===== src/rtl/sdf_pkg.sv =====
package sdf_pkg;
  typedef enum logic [1:0] {ST_IDLE, ST_READ, ST_WAIT, ST_WRITE} sdf_state_e;
  // descriptor word positions (order is fixed by the engine contract)
  localparam int DESC_WORDS = 8;
  localparam int W_IN_ADDR  = 0;
  localparam int W_IN_SIZE  = 1;
  localparam int W_OUT_ADDR = 2;
  localparam int W_OUT_SIZE = 3;
  localparam int W_INFO     = 4;
  localparam int W_REF      = 5;
  localparam int W_LINK     = 6;
  localparam int W_STATUS   = 7;
  localparam logic [31:0] STAT_PASS = 32'h1;
  localparam logic [31:0] STAT_FAIL = 32'h2;
endpackage


===== src/rtl/sdf_job_regs.sv =====
module sdf_job_regs #(
  parameter int W      = 32,
  parameter int NWORDS = 7,
  parameter int IW     = 3
) (
  input  logic              clk,
  input  logic              rst,
  input  logic              cap_en,
  input  logic [IW-1:0]     cap_idx,
  input  logic [W-1:0]      cap_data,
  output logic [NWORDS*W-1:0] words_flat
);
  logic [W-1:0] word_q [NWORDS];

  for (genvar g = 0; g < NWORDS; g++) begin : g_word
    always_ff @(posedge clk) begin
      if (rst)
        word_q[g] <= '0;
      else if (cap_en && cap_idx == IW'(g))
        word_q[g] <= cap_data;
    end
    assign words_flat[g*W +: W] = word_q[g];
  end
endmodule


===== src/rtl/sdf_walker.sv =====
module sdf_walker
  import sdf_pkg::*;
#(
  parameter int W  = 32,
  parameter int IW = 3
) (
  input  logic          clk,
  input  logic          rst,
  input  logic          base_we,
  input  logic [W-1:0]  base_in,
  input  logic          go,
  input  logic [W-1:0]  link_word,
  output logic          busy,
  output logic          irq,
  output logic          mem_req,
  output logic          mem_we,
  output logic [W-1:0]  mem_addr,
  output logic [W-1:0]  mem_wdata,
  input  logic          mem_ack,
  output logic          job_start,
  input  logic          job_done,
  input  logic          job_err,
  output logic          cap_en,
  output logic [IW-1:0] cap_idx
);
  localparam logic [IW-1:0] LAST_RD = IW'(W_LINK);
  localparam logic [W-1:0]  STAT_OFS = W'(W_STATUS * 4);

  sdf_state_e    state;
  logic [W-1:0]  base_q;
  logic [W-1:0]  cur_q;
  logic [IW-1:0] idx_q;

  assign cap_en  = (state == ST_READ) && mem_ack;
  assign cap_idx = idx_q;

  always_ff @(posedge clk) begin
    if (rst) base_q <= '0;
    else if (base_we) base_q <= base_in;
  end

  always_ff @(posedge clk) begin
    if (rst) begin
      state     <= ST_IDLE;
      cur_q     <= '0;
      idx_q     <= '0;
      busy      <= 1'b0;
      irq       <= 1'b0;
      mem_req   <= 1'b0;
      mem_we    <= 1'b0;
      mem_addr  <= '0;
      mem_wdata <= '0;
      job_start <= 1'b0;
    end else begin
      irq       <= 1'b0;
      job_start <= 1'b0;
      case (state)
        ST_IDLE: if (go) begin
          cur_q    <= base_q;
          idx_q    <= '0;
          busy     <= 1'b1;
          mem_req  <= 1'b1;
          mem_we   <= 1'b0;
          mem_addr <= base_q;
          state    <= ST_READ;
        end
        ST_READ: if (mem_ack) begin
          if (idx_q == LAST_RD) begin
            mem_req   <= 1'b0;
            job_start <= 1'b1;
            state     <= ST_WAIT;
          end else begin
            idx_q    <= idx_q + 1'b1;
            mem_addr <= cur_q + (W'(idx_q + 1'b1) << 2);
          end
        end
        ST_WAIT: if (job_done) begin
          mem_req   <= 1'b1;
          mem_we    <= 1'b1;
          mem_addr  <= cur_q + STAT_OFS;
          mem_wdata <= job_err ? STAT_FAIL : STAT_PASS;
          state     <= ST_WRITE;
        end
        ST_WRITE: if (mem_ack) begin
          mem_we <= 1'b0;
          if (link_word == '0) begin
            mem_req <= 1'b0;
            busy    <= 1'b0;
            irq     <= 1'b1;
            state   <= ST_IDLE;
          end else begin
            cur_q    <= link_word;
            idx_q    <= '0;
            mem_addr <= link_word;
            state    <= ST_READ;
          end
        end
        default: state <= ST_IDLE;
      endcase
    end
  end

  // a pending request keeps its address and direction until acknowledged
  assert_req_hold_R2: assert property (@(posedge clk) disable iff (rst)
    (mem_req && !mem_ack) |=> (mem_req && $stable(mem_addr) && $stable(mem_we)));
  // launch strobe lasts one cycle
  assert_start_pulse_R3: assert property (@(posedge clk) disable iff (rst)
    job_start |=> !job_start);
  // engine owns the slot; no bus traffic at launch
  assert_quiet_at_start_R4: assert property (@(posedge clk) disable iff (rst)
    job_start |-> !mem_req);
  // walk ends only together with the interrupt
  assert_end_irq_R6: assert property (@(posedge clk) disable iff (rst)
    $fell(busy) |-> irq);
  assert_irq_idle_R6: assert property (@(posedge clk) disable iff (rst)
    irq |-> (!busy && !mem_req));
  assert_irq_pulse_R6: assert property (@(posedge clk) disable iff (rst)
    irq |=> !irq);
endmodule


===== src/rtl/slice_desc_fetcher.sv =====
module slice_desc_fetcher
  import sdf_pkg::*;
#(
  parameter int W = 32
) (
  input  logic         clk,
  input  logic         rst,
  input  logic         base_we,
  input  logic [W-1:0] base_in,
  input  logic         go,
  output logic         busy,
  output logic         irq,
  output logic         mem_req,
  output logic         mem_we,
  output logic [W-1:0] mem_addr,
  output logic [W-1:0] mem_wdata,
  input  logic [W-1:0] mem_rdata,
  input  logic         mem_ack,
  output logic         job_start,
  output logic [W-1:0] job_in_addr,
  output logic [W-1:0] job_in_size,
  output logic [W-1:0] job_out_addr,
  output logic [W-1:0] job_out_size,
  output logic [W-1:0] job_info,
  output logic [W-1:0] job_ref_addr,
  input  logic         job_done,
  input  logic         job_err
);
  localparam int IW     = $clog2(DESC_WORDS);
  localparam int NWORDS = W_LINK + 1;

  logic              cap_en;
  logic [IW-1:0]     cap_idx;
  logic [NWORDS*W-1:0] words;

  sdf_job_regs #(.W(W), .NWORDS(NWORDS), .IW(IW)) u_regs (
    .clk(clk), .rst(rst), .cap_en(cap_en), .cap_idx(cap_idx),
    .cap_data(mem_rdata), .words_flat(words)
  );

  sdf_walker #(.W(W), .IW(IW)) u_walk (
    .clk(clk), .rst(rst), .base_we(base_we), .base_in(base_in), .go(go),
    .link_word(words[W_LINK*W +: W]), .busy(busy), .irq(irq),
    .mem_req(mem_req), .mem_we(mem_we), .mem_addr(mem_addr),
    .mem_wdata(mem_wdata), .mem_ack(mem_ack), .job_start(job_start),
    .job_done(job_done), .job_err(job_err), .cap_en(cap_en), .cap_idx(cap_idx)
  );

  assign job_in_addr  = words[W_IN_ADDR*W  +: W];
  assign job_in_size  = words[W_IN_SIZE*W  +: W];
  assign job_out_addr = words[W_OUT_ADDR*W +: W];
  assign job_out_size = words[W_OUT_SIZE*W +: W];
  assign job_info     = words[W_INFO*W     +: W];
  assign job_ref_addr = words[W_REF*W      +: W];
endmodule


===== config.mk =====
export PLATFORM = sky130hd
export DESIGN_NAME = slice_desc_fetcher
export DESIGN_NICKNAME = d
export VERILOG_FILES = /design/src/rtl/sdf_pkg.sv /design/src/rtl/sdf_job_regs.sv /design/src/rtl/sdf_walker.sv /design/src/rtl/slice_desc_fetcher.sv
export SDC_FILE = /design/constraint.sdc
export NUM_CORES = 1
export LEC_CHECK = 0
export ABC_AREA = 1
export CORE_MARGIN = 2
export CORE_UTILIZATION = 40
export CTS_CLUSTER_SIZE = 14
export DETAILED_ROUTE_END_ITERATION = 10
export DONT_BUFFER_PORTS = 1
export HOLD_SLACK_MARGIN = 0.03
export PLACE_DENSITY = 0.61
export SETUP_SLACK_MARGIN = 0.02
export SYNTH_ARGS = -nofsm -noshare
export SYNTH_HDL_FRONTEND = slang
export SYNTH_SLANG_ARGS = --single-unit

===== constraint.sdc =====
create_clock -name clk -period 4.5 [get_ports clk]
set_input_delay 0.675 -clock clk [delete_from_list [all_inputs] [get_ports clk]]
set_output_delay 0.675 -clock clk [all_outputs]
set_load 0.02 [all_outputs]

# Yosys cells after proc, flatten, opt, wreduce, memory -nomap -nowiden
# Memory sizes are Yosys's and may differ from the RTL's.
# Index checks and enable logic that the tools add are counted.
# op_classes
bitwise_logic	10
n_mux	65
eq_ne	17
n_reduce_logical	24
add_sub_neg	4
# ops
cell	n
32-bit 2-to-1 mux	13
32-bit one-hot mux with 4 select lines	1
32-bit one-hot mux with 2 select lines	1
1-bit 2-to-1 mux	34
32-bit adder	1
32-bit by 5-bit adder with 32-bit output (second input constant)	1
32-bit zero test	1
6-bit AND reduction	3
3-bit 2-to-1 mux	5
2-bit inequality test (second input constant)	7
2-bit 2-to-1 mux	6
4-bit AND reduction	3
3-bit == test (second input constant)	3
3-bit one-hot mux with 3 select lines	1
1-bit logical AND	8
2-bit one-hot mux with 4 select lines	1
1-bit OR	7
3-bit by 2-bit == test with 1-bit output (second input constant)	2
3-bit nonzero test	2
3-bit OR reduction	2
5-bit AND reduction	1
3-bit by 1-bit adder with 4-bit output (second input constant)	1
2-bit == test (second input constant)	2
1-bit one-hot mux with 4 select lines	1
11 further kinds	13
# totals
ramBits	224
register_bits	138
in_bits	71
n_memories	1
# memory_table
name	words	word_bits	rd	rd_clocked_by_memory_dff	write_ports	line_no	rtl
u_regs.word_q	7	32	7	0	7	sdf_job_regs.sv:13	logic [W-1:0] word_q [NWORDS];

# Logic depth before layout (Yosys ltp)
# Gate-level depths: netlist of the first run.
# depth
depth_word	7
ltp_mapped	18

# Hierarchy
# Synthesis of the first run repeated with hierarchy kept, for this count alone.
# unflattened
hier_cells	1516
area_unflattened_um2	14186.1
# by_module_without_submodules
mod	area_each_um2	instances	cells_per_inst	seq_area_each_um2
sdf_job_regs	7967.6	1	535	6726.5
sdf_walker	6218.5	1	981	2162.1

# Least setup slack after synthesis of the first run
# Ideal clock, no wire load.
# synth_path
path_type	flip-flop to flip-flop
from	reg u_walk.state[1]
to	mem u_regs.word_q[6][0], in the netlist u_regs.word_q[1][64], enable pin
slack_ns	0.865
t_arrival_ns	3.170
stages_incl_launch_ff	5
setup_time_ns	0.466
t_required_ns	4.034
path_cell_list	dfxtp_1 inv_1 ha_1 nand2_1 o21ai_0
# synth_lines
element	line_no	rtl
from (decl)	sdf_walker.sv:29	sdf_state_e state;
from (signal assigned)	sdf_walker.sv:44	state <= ST_IDLE;
from (signal assigned)	sdf_walker.sv:65	state <= ST_READ;
from (signal assigned)	sdf_walker.sv:71	state <= ST_WAIT;
to (decl)	sdf_job_regs.sv:13	

# Worst setup path after layout of the first run
# layout_path
from	reg u_walk.idx_q[2], in the netlist u_walk.cap_idx[2]
to	reg u_walk.mem_addr[7]
# layout_between
elab_chain_len	5
elab_cells_between_ends	8
# layout_rtl
element	line_no	rtl
from (decl)	sdf_walker.sv:32	logic [IW-1:0] idx_q;
from (signal assigned)	sdf_walker.sv:73	idx_q <= idx_q + 1'b1;
3-bit by 1-bit adder with 4-bit output	sdf_walker.sv:74	mem_addr <= cur_q + (W'(idx_q + 1'b1) << 2);
32-bit adder	sdf_walker.sv:74	
32-bit 2-to-1 mux	sdf_walker.sv:68	if (idx_q == LAST_RD) begin
32-bit 2-to-1 mux	sdf_walker.sv:67	ST_READ: if (mem_ack) begin
32-bit one-hot mux with 4 select lines	sdf_walker.sv:57	case (state)
to (signal assigned)	sdf_walker.sv:64	mem_addr <= base_q;
to (signal assigned)	sdf_walker.sv:74	
to (signal assigned)	sdf_walker.sv:80	mem_addr <= cur_q + STAT_OFS;
to (decl)	sdf_walker.sv:17	output logic [W-1:0] mem_addr,
# Parallel ways exist; a longest one is shown, timed or not. The select of a mux whose other input is x is not followed.
# A chain may end at the register's enable or synchronous reset.

==> flow_summary.json, run 1 <==
{
  "status": "finished, final reports clean",
  "min_period_over_period": 0.643,
  "drive_gt1_frac": 0.0861,
  "cp_max_fo": 10,
  "hold_end": "u_walk.mem_wdata[1]$_SDFFE_PP0P_",
  "finalSetupViolations": 0,
  "cts.reportedPaths.clkPinSlew_ns": 0.06,
  "ctsHoldBuffers": 0,
  "ios": 332,
  "vdd_ir_drop_max_mv": 0.308,
  "yosysTopAreaCell": "edfxtp_1",
  "syn-cell-area_mm2": 0.0147,
  "yosys-mux-area-fraction": 0,
  "synth_top_cell_area_share": 0.456,
  "wl_per_cell_um": 21.0,
  "avgSynthCellArea_um2": 9.44,
  "synth-seq-cells": 332,
  "core_mm2": 0.0364,
  "yosys.area_share.simple": 0.187,
  "async_flop_share": 0,
  "dp_hpwl_mm": 28.4,
  "clk_latency_ns": 0.53,
  "crit_type": "flip-flop to flip-flop",
  "skew_ns": 0.0272,
  "tightest_slew_ns": 1.24,
  "grt_pass1_wl_mm": 61.9,
  "vias_per_cell": 5.26,
  "dr.pass1.iters": 5,
  "leakage_nw": 6.21,
  "hold_class": "input port to flip-flop",
  "ys_types": 38,
  "fmax_ghz": 0.346,
  "ant_nets": 0,
  "r2r_setup_slack_ns": 1.61,
  "synth_enable_flop_cells": 224,
  "ff2ff_path_depth": 13,
  "min_period_ns": 2.89,
  "yosys_most_used_dff": "edfxtp_1",
  "yosys_warnings": 0,
  "grt_max_degree": 91,
  "place_congestion": 0.919,
  "grt_pass1_vias": 9930,
  "relSlewSlack": 0.173,
  "grt.total_usage": 0.213,
  "synth_most_common_cell": "nor2_1",
  "initial_core_util": 0.405,
  "rr_endpoint": "u_walk.mem_addr[7]$_SDFFE_PP0P_",
  "hold_viol_final": 0,
  "synthAdderAreaFrac": 0.0141,
  "min_from": "rst",
  "synth_area_leaders": "edfxtp_1, dfxtp_1, nor2_1",
  "grt_setup_unrepaired": "no",
  "clockBufferDepth": 3,
  "synth_cells": 1562,
  "cts.sinks": 332,
  "post_cts_buffers": 0,
  "die_w_um": 196,
  "maxCapViolCount": 0,
  "antenna_found_initial": 0,
  "wl_met2_mm": 19.8,
  "ys_top_cells_by_count": "nor2_1, edfxtp_1, nand2_1, o21ai_0, inv_1",
  "die_area_mm2": 0.0384,
  "cts-buffers-inserted": 36,
  "htreeDepth": 2,
  "overflow": 0,
  "cp.required_ns": 4.90,
  "wl_met1_mm": 17.0,
  "cts_resized": 0,
  "pre_cts_ws_ns": 1.59,
  "synth_top_family_by_area": "simple AND/OR/NAND/NOR gates",
  "hold_depth": 1,
  "synthToLayoutAreaGrowth_pct": 6.93,
  "top_layer_used": "met4",
  "arrival_ns": 3.30,
  "tritoncts": "yes",
  "synth-compound-area-share": 0.0939,
  "final_nets": 1569,
  "fin_util": 0.433,
  "cts_root_buf": "clkbuf_16",
  "r2r-start": "u_walk.cap_idx[2]$_SDFFE_PP0P_",
  "wl_mm": 41.5,
  "power.density_mw_per_mm2": 597,
  "end_kind": "flip-flop",
  "dr_total_vias": 10400,
  "tns_ns": 0,
  "hold_ws_ns": 0.226,
  "fin_ws_ns": 1.61,
  "ys_seq_area_frac": 0.603,
  "die_h_um": 196,
  "drv_slew": 0,
  "place.port_buffers": 0,
  "antennaDiodeCount": 0,
  "wl_met3_mm": 3.65,
  "num_rows": 70,
  "start_kind": "flip-flop",
  "drcViolationCount": 0,
  "drtIter0Drc": 626,
  "synth_xor_area_frac": 0
}
==> worst max path at each step <==
stage                                   startpoint                                 end  slack (ns)  cells past startpoint
floorplan             u_walk.state[1]$_SDFFE_PP0P_  u_regs.word_q[1][64]$_SDFFCE_PN0P_        0.86                      4
global placement                               rst   u_regs.word_q[1][9]$_SDFFCE_PN0P_        1.69                      5
detailed placement                             rst   u_regs.word_q[1][7]$_SDFFCE_PN0P_        1.59                      5
CTS                 u_walk.cap_idx[2]$_SDFFE_PP0P_     u_walk.mem_addr[7]$_SDFFE_PP0P_        1.61                     13
global route          u_walk.state[1]$_SDFFE_PP0P_  u_regs.word_q[1][53]$_SDFFCE_PN0P_        1.29                      7
finish              u_walk.cap_idx[2]$_SDFFE_PP0P_     u_walk.mem_addr[7]$_SDFFE_PP0P_        1.61                     13
==> placed cells by master, fill, tap and decap left out, types with 3 or more instances in the layout <==
cell type / netlist / final
ha_1: 15 / 14
o21ai_0: 124 / 118
a21oi_2: 20 / 20
dfxtp_1: 108 / 108
o21bai_1: 8 / 8
o21ai_1: 3 / 3
nor2_4: 3 / 3
inv_1: 115 / 115
clkbuf_16: 0 / 38
clkinv_1: 4 / 3
o21ai_4: 0 / 5
buf_4: 96 / 16
edfxtp_1: 224 / 224
nor3_1: 4 / 4
nand3_1: 63 / 63
a21oi_1: 94 / 94
nor2_1: 349 / 349
nand4_1: 10 / 10
nand3b_1: 3 / 3
inv_2: 3 / 4
nand2_1: 213 / 213
nand2_2: 19 / 19
clkinvlp_4: 0 / 5
clkbuf_1: 47 / 12
conb_1: 1 / 30
or2_2: 3 / 3
bufinv_16: 0 / 3
==> sequential cells by signal, indices dropped and copies added (netlist names) <==
name,flops
u_walk.state,2
u_regs.word_q,224
u_walk.mem_we,1
u_walk.job_start,1
u_walk.irq,1
u_walk.cap_idx,3
u_walk.mem_addr,32
u_walk.cur_q,32
u_walk.busy,1
u_walk.mem_wdata,2
u_walk.base_q,32
u_walk.mem_req,1
==> routing by layer <==
layer | GRT usage | up-vias
met2 | 0.346 | 416
li1 | - | 4848
met4 | 0.0696 | 0
met3 | 0.0636 | 63
met1 | 0.273 | 5064
met5 | 0 | -
==> critical path: stages (launching register included) <==
cell,delay (ns)
dfxtp_1,0.44
clkinv_1,0.30
ha_1,0.42
nand2_1,0.08
ha_1,0.36
inv_1,0.08
nand2_1,0.08
nand3_1,0.09
nand2_1,0.25
or2_2,0.37
nand3_1,0.07
a21oi_1,0.07
nor2_1,0.14
nor2_1,0.05
==> layout make-up <==
cell class | count | area (um^2)
Clock inverter | 13 | 171
Clock buffer | 52 | 1020
Timing Repair Buffer | 16 | 120
Inverter | 122 | 458
Sequential cell | 332 | 8890
Multi-Input combinational cell | 974 | 4520
Fill cell | 3516 | 20700
Tap cell | 468 | 586
==> where the power goes <==
part           internal, W  switching, W  leakage (nW)
logic             0.000574       0.00139          2.43
clock network      0.00177       0.00123         0.564
registers          0.00373      0.000710          3.21
==> cell families after synthesis <==
logic type | after synthesis
and+or+nand+nor | 673
DFF | 332
buffers and inverters | 285
AOI/OAI and AO/OA | 255
adders and majority gates | 16
other | 1
==> through the flow <==
| step | cells | total power, W | area, um^2 |
|---|---|---|---|
| floorplan | 1591 | 0.00594 | 14900 |
| global placement | 1912 | 0.00642 | 14600 |
| detailed placement | 1912 | 0.00646 | 14600 |
| CTS | 1977 | 0.00946 | 15800 |
| global route | 1977 | 0.00988 | 15800 |
| finish | 1977 | 0.00941 | 15800 |
Note: power is estimated with default switching activity, not from simulation.
==> run 2: changes to the inputs <==
--- a/config.mk
+++ b/config.mk
@@ -5,14 +5,14 @@
 export SDC_FILE = /design/constraint.sdc
 export NUM_CORES = 1
 export LEC_CHECK = 0
-export ABC_AREA = 1
+export ABC_AREA = 0
 export CORE_MARGIN = 2
 export CORE_UTILIZATION = 40
 export CTS_CLUSTER_SIZE = 14
 export DETAILED_ROUTE_END_ITERATION = 10
 export DONT_BUFFER_PORTS = 1
 export HOLD_SLACK_MARGIN = 0.03
-export PLACE_DENSITY = 0.61
+export PLACE_DENSITY = 0.63
 export SETUP_SLACK_MARGIN = 0.02
 export SYNTH_ARGS = -nofsm -noshare
 export SYNTH_HDL_FRONTEND = slang
==> constraint.sdc (replaced) <==
create_clock -name clk -period 2.5 [get_ports clk]
set_input_delay 0.375 -clock clk [delete_from_list [all_inputs] [get_ports clk]]
set_output_delay 0.375 -clock clk [all_outputs]
set_load 0.02 [all_outputs]
==> flow_summary.json, run 2 <==
{
  "instances_no_fill": 1942,
  "tritoncts": "yes",
  "yosys_warnings": 0,
  "violations": "setup timing",
  "hold_end": "u_regs.word_q[1][76]$_SDFFCE_PN0P_",
  "die_h_um": 198,
  "regArea_mm2": 0.00889,
  "min_period_ns": 2.60,
  "yosys_most_used_dff": "edfxtp_1",
  "grt_setup_unrepaired": "yes",
  "fmax_ghz": 0.384,
  "min_from": "mem_rdata[12]",
  "drtIter0Drc": 813,
  "ys_seq_area_frac": 0.589,
  "skew_ns": 0.0156,
  "end_kind": "flip-flop",
  "r2r_setup_slack_ns": -0.10,
  "r2r-start": "u_walk.cap_idx[0]$_SDFFE_PP0P_",
  "die_area_mm2": 0.0393,
  "synth_most_common_cell": "edfxtp_1",
  "cp.depth": 10,
  "die_w_um": 198,
  "async_flop_share": 0,
  "overflow": 0,
  "clk_latency_ns": 0.56,
  "crit_family": "adder cells",
  "synth_cells": 1302,
  "synth_area_leaders": "edfxtp_1, dfxtp_1, and2_1",
  "cts.sinks": 332,
  "cts.reportedPaths.clkPinSlew_ns": 0.05,
  "htreeDepth": 2,
  "crit_buf_inv": 1,
  "core_mm2": 0.0374,
  "num_rows": 71,
  "hold_viol_final": 0,
  "avgSynthCellArea_um2": 11.6,
  "ant_nets": 0,
  "grt_max_degree": 69,
  "hold_class": "input port to flip-flop",
  "min_period_over_period": 1.04,
  "place_congestion": 0.856,
  "n_fill_cell": 3295,
  "grt_pass1_wl_mm": 67.1,
  "top_register": "u_regs.word_q",
  "rr_endpoint": "u_walk.mem_addr[22]$_SDFFE_PP0P_",
  "vias_per_cell": 5.47,
  "cpPeakStageDelay_ns": 0.45,
  "grt_pass1_vias": 10500,
  "ys_top_cells_by_count": "edfxtp_1, and2_1, dfxtp_1, and3_1, buf_4",
  "fin_ws_ns": -0.103,
  "drive_gt1_frac": 0.149,
  "cts-buffers-inserted": 38,
  "synthToLayoutAreaGrowth_pct": 22.2,
  "cts_root_buf": "clkbuf_16",
  "largest_register_ffs": 224,
  "cp.required_ns": 2.96,
  "ys_types": 68,
  "relSlewSlack": 0.521,
  "vdd_ir_drop_max_mv": 0.793,
  "cpMaxStageDelayCell": "nor4_4",
  "initial_core_util": 0.403,
  "dr_total_vias": 10600,
  "crit_type": "flip-flop to flip-flop",
  "leakage_nw": 7.24,
  "total_power_w": 0.0185,
  "dp_cells": 1726,
  "place.port_buffers": 0,
  "path_common_cell": "ha_4",
  "start_kind": "flip-flop",
  "final_nets": 1489,
  "drv_slew": 0,
  "hold_depth": 1,
  "arrival_ns": 3.07,
  "tightest_slew_ns": 0.713,
  "status": "complete, but fails checks",
  "final_cell_mix": "edfxtp_1, and2_1, dlygate4sd3_1",
  "ios": 332,
  "layout_commonest_cell": "edfxtp_1",
  "synth_top_cell_area_share": 0.446,
  "finalSetupViolations": 8,
  "grt.total_usage": 0.230,
  "yosysTopAreaCell": "edfxtp_1",
  "clockBufferDepth": 3,
  "wl_mm": 46.4,
  "cp_max_fo": 5,
  "crit_chain": "ha_2, ha_4, nand2_2, ha_4, a211oi_4, buf_6, nor4_4, nand3_2, mux2_4, a311oi_2",
  "antenna_found_initial": 1,
  "synth-seq-cells": 332,
  "ff2ff_path_depth": 10,
  "dp_hpwl_mm": 29.3,
  "maxCapViolCount": 0,
  "syn-cell-area_mm2": 0.0151,
  "wl_per_cell_um": 23.9,
  "power.density_mw_per_mm2": 1010,
  "drcViolationCount": 0,
  "dr.pass1.iters": 4,
  "synth_enable_flop_cells": 224,
  "multiInputGateArea_mm2": 0.00552
}
run 2: logic make-up after synthesis:
kind of cell	count (synthesis)	share of synthesized area
AOI/OAI and AO/OA	202	0.0951
xor gates and xnor gates	7	0.00406
adders and majority gates	16	0.0138
buffers and inverters	198	0.0746
DFF	332	0.589
muxes	58	0.0388
other	1	0.000249
and+or+nand+nor	488	0.184
run 2: through the flow:
step	area, um^2	setup WS, ns	utilization	setup TNS (ns)	hold WS [ns]
floorplan	15200	-0.0496	-	-0.0496	0.472
global placement	15500	-0.109	0.414	-0.583	0.496
detailed placement	15500	-0.202	0.414	-1.66	0.504
CTS	18200	-0.0607	0.485	-0.280	0.0320
global route	18400	-0.220	0.493	-1.60	0.0351
finish	18400	-0.103	0.493	-0.436	0.0437
run 2: metal layers:
layer	routed length, um	vias to the layer above	global-route usage
met1	18700	5261	0.288
met3	4660	57	0.0916
met4	896	0	0.0585
met5	0	-	0
met2	22100	457	0.371
li1	-	4841	-
run 2: cell type report:
cell class / instances / area share
Clock buffer: 47 / 0.0534
Timing Repair Buffer: 213 / 0.116
Inverter: 15 / 0.00339
Sequential cell: 332 / 0.483
Tap cell: 511 / 0.0347
Multi-Input combinational cell: 802 / 0.300
Clock inverter: 21 / 0.00978
Antenna cell: 1 / 0.000136
run 2: power breakdown:
part | internal [W] | total (W) | switching, W
registers | 0.00663 | 0.00789 | 0.00126
logic | 0.00213 | 0.00532 | 0.00319
clock network | 0.00303 | 0.00531 | 0.00229
run 2: repair_timing:
item	in CTS	in global routing
pin swaps	10	31
endpoints found under the setup margin	22	29
hold buffers	132	1
hold endpoints to repair	301	1
cloned	1	0
resized for setup	19	41
buffers inserted	7	8
run 2: worst max-delay path by stage:
stage                                             endpoint  slack [ns]                            from
after floorplan           u_walk.mem_addr[28]$_SDFFE_PP0P_       -0.05  u_walk.cap_idx[0]$_SDFFE_PP0P_
after global placement    u_walk.mem_addr[22]$_SDFFE_PP0P_       -0.11  u_walk.cap_idx[0]$_SDFFE_PP0P_
after detailed placement  u_walk.mem_addr[28]$_SDFFE_PP0P_       -0.20  u_walk.cap_idx[0]$_SDFFE_PP0P_
after CTS                 u_walk.mem_addr[20]$_SDFFE_PP0P_       -0.06  u_walk.cap_idx[1]$_SDFFE_PP0P_
after global routing      u_walk.mem_addr[10]$_SDFFE_PP0P_       -0.22  u_walk.cap_idx[0]$_SDFFE_PP0P_
final                     u_walk.mem_addr[22]$_SDFFE_PP0P_       -0.10  u_walk.cap_idx[0]$_SDFFE_PP0P_
==> run 3: changes to the inputs <==
--- a/config.mk
+++ b/config.mk
@@ -6,13 +6,16 @@
 export NUM_CORES = 1
 export LEC_CHECK = 0
 export ABC_AREA = 0
+export CELL_PAD_IN_SITES_DETAIL_PLACEMENT = 2
+export CELL_PAD_IN_SITES_GLOBAL_PLACEMENT = 2
 export CORE_MARGIN = 2
-export CORE_UTILIZATION = 40
+export CORE_UTILIZATION = 37
 export CTS_CLUSTER_SIZE = 14
 export DETAILED_ROUTE_END_ITERATION = 10
 export DONT_BUFFER_PORTS = 1
+export GPL_ROUTABILITY_DRIVEN = 0
 export HOLD_SLACK_MARGIN = 0.03
-export PLACE_DENSITY = 0.63
+export PLACE_DENSITY = 0.82
 export SETUP_SLACK_MARGIN = 0.02
 export SYNTH_ARGS = -nofsm -noshare
 export SYNTH_HDL_FRONTEND = slang
==> flow_summary.json, run 3 (synthesized netlist as in run 2, its figures left out) <==
{
  "dr_total_vias": 11000,
  "tightest_slew_ns": 1.04,
  "drcViolationCount": 0,
  "layout_commonest_cell": "edfxtp_1",
  "drv_slew": 0,
  "violations": "setup timing",
  "num_rows": 73,
  "total_power_w": 0.0194,
  "vdd_ir_drop_max_mv": 0.565,
  "grt_pass1_vias": 12100,
  "final_cell_mix": "edfxtp_1, and2_1, dfxtp_1",
  "initial_core_util": 0.377,
  "hold_class": "input port to flip-flop",
  "power.density_mw_per_mm2": 1080,
  "cp.required_ns": 2.97,
  "fin_util": 0.451,
  "cpPeakStageDelay_ns": 0.39,
  "htreeDepth": 2,
  "tns_ns": -2.45,
  "synthToLayoutAreaGrowth_pct": 19.6,
  "hold_viol_final": 0,
  "ant_nets": 0,
  "cpMaxStageDelayCell": "dfxtp_4",
  "largest_register_ffs": 224,
  "leakage_nw": 7.06,
  "crit_chain": "inv_4, ha_4, or2_4, buf_4, ha_4, a21oi_4, o22ai_4, buf_6, nand4_1, nor3b_1, buf_4, o41ai_2",
  "clockBufferDepth": 3,
  "die_area_mm2": 0.0424,
  "tritoncts": "yes",
  "hold_ws_ns": 0.0462,
  "start_kind": "flip-flop",
  "crit_family": "compound AO/OA/AOI/OAI gates",
  "clk_latency_ns": 0.58,
  "end_kind": "flip-flop",
  "multiInputGateArea_mm2": 0.00563,
  "min_period_over_period": 1.08,
  "fmax_ghz": 0.372,
  "fin_ws_ns": -0.191,
  "crit_buf_inv": 4,
  "n_fill_cell": 3943,
  "wl_per_cell_um": 30.9,
  "grt_setup_unrepaired": "yes",
  "cp_max_fo": 6,
  "die_h_um": 206,
  "grt_util_met3": 0.0853,
  "regArea_mm2": 0.00890,
  "ios": 332,
  "grt_pass1_wl_mm": 82.8,
  "relSlewSlack": 0.303,
  "min_period_ns": 2.69,
  "finalSetupViolations": 23,
  "core_mm2": 0.0400,
  "place.port_buffers": 0,
  "grt.total_usage": 0.266,
  "overflow": 0,
  "maxCapViolCount": 0,
  "wl_mm": 58.8,
  "grtUsageMet1": 0.317,
  "die_w_um": 206,
  "cts.reportedPaths.clkPinSlew_ns": 0.06,
  "cts.sinks": 332,
  "cts_root_buf": "clkbuf_16",
  "vias_per_cell": 5.78,
  "antenna_found_initial": 2,
  "final_nets": 1432,
  "skew_ns": 0.0297,
  "dp_hpwl_mm": 36.0,
  "top_usage_layer": "met2",
  "top_register": "u_regs.word_q",
  "status": "complete, but fails checks",
  "dr.pass1.iters": 5,
  "arrival_ns": 3.16,
  "grt_util_met2": 0.451,
  "drtIter0Drc": 753,
  "crit_type": "flip-flop to flip-flop",
  "drive_gt1_frac": 0.165,
  "cts-buffers-inserted": 39,
  "grt_max_degree": 131
}
==> run 3: changes by cell type in the layout (fill, tap and decap cells not counted), moves of 4 or more <==
cell,delta
dlygate4sd3_1,-61
buf_6,+7
clkbuf_8,+5
diode_2,+4
ha_4,+4
o21ai_0,-4
==> run 3: layer usage <==
layer  wire (um)  part of all wire
met2       29200              0.50
met5           0                 0
met3        5120             0.087
met4        2030             0.034
met1       22500              0.38
==> run 3: area by class of cell <==
class / instances / area share
sequential: 332 / 0.493
multi-input combinational: 801 / 0.312
timing repair buffer: 156 / 0.0867
clock buffer: 55 / 0.0602
tap: 525 / 0.0364
clock inverter: 14 / 0.00694
inverter: 15 / 0.00354
antenna: 5 / 0.000694
==> run 3: power breakdown <==
part           total, W  internal (W)  switching (W)
combinational   0.00586       0.00214        0.00372
sequential      0.00802       0.00663        0.00139
clock           0.00554       0.00315        0.00239
==> run 3: path summary, 6_finish.rpt <==
path	depth (start not counted)	slack [ns]	from	end
hold reg to reg	2	0.50	u_walk.base_q[21]$_SDFFE_PP0P_	u_walk.cur_q[21]$_SDFFE_PP0P_
hold / removal	1	0.05	mem_rdata[6]	u_regs.word_q[1][70]$_SDFFCE_PN0P_
setup / recovery	12	-0.19	u_walk.cap_idx[0]$_SDFFE_PP0P_	u_walk.mem_addr[23]$_SDFFE_PP0P_
setup reg to reg	12	-0.19	u_walk.cap_idx[0]$_SDFFE_PP0P_	u_walk.mem_addr[23]$_SDFFE_PP0P_
==> run 3: timing repair <==
| item | 4_1_cts | 5_1_grt |
|---|---|---|
| gates cloned | 1 | 0 |
| gates resized for setup | 34 | 58 |
| pin swaps | 25 | 36 |
| endpoints found under the setup margin | 23 | 177 |
| endpoints found under the hold margin | 267 | 66 |
| hold buffers | 68 | 4 |
| buffers inserted | 11 | 7 |
==> run 3: metrics by stage <==
stage	cell area, um^2	std cells	setup slack (ns)
after floorplan	15200	1331	-0.0496
after global placement	15500	1741	-0.134
after detailed placement	15500	1741	-0.248
after CTS	17600	1888	-0.0730
after global routing	18000	1900	-0.283
final	18000	1903	-0.191
==> run 3: worst reg2reg max path: stages (launching register included) <==
cell and delay, ns:
dfxtp_4 0.39, inv_4 0.05, ha_4 0.23, or2_4 0.26
buf_4 0.15, ha_4 0.30, a21oi_4 0.09, o22ai_4 0.28
buf_6 0.18, nand4_1 0.09, nor3b_1 0.15, buf_4 0.14
o41ai_2 0.26
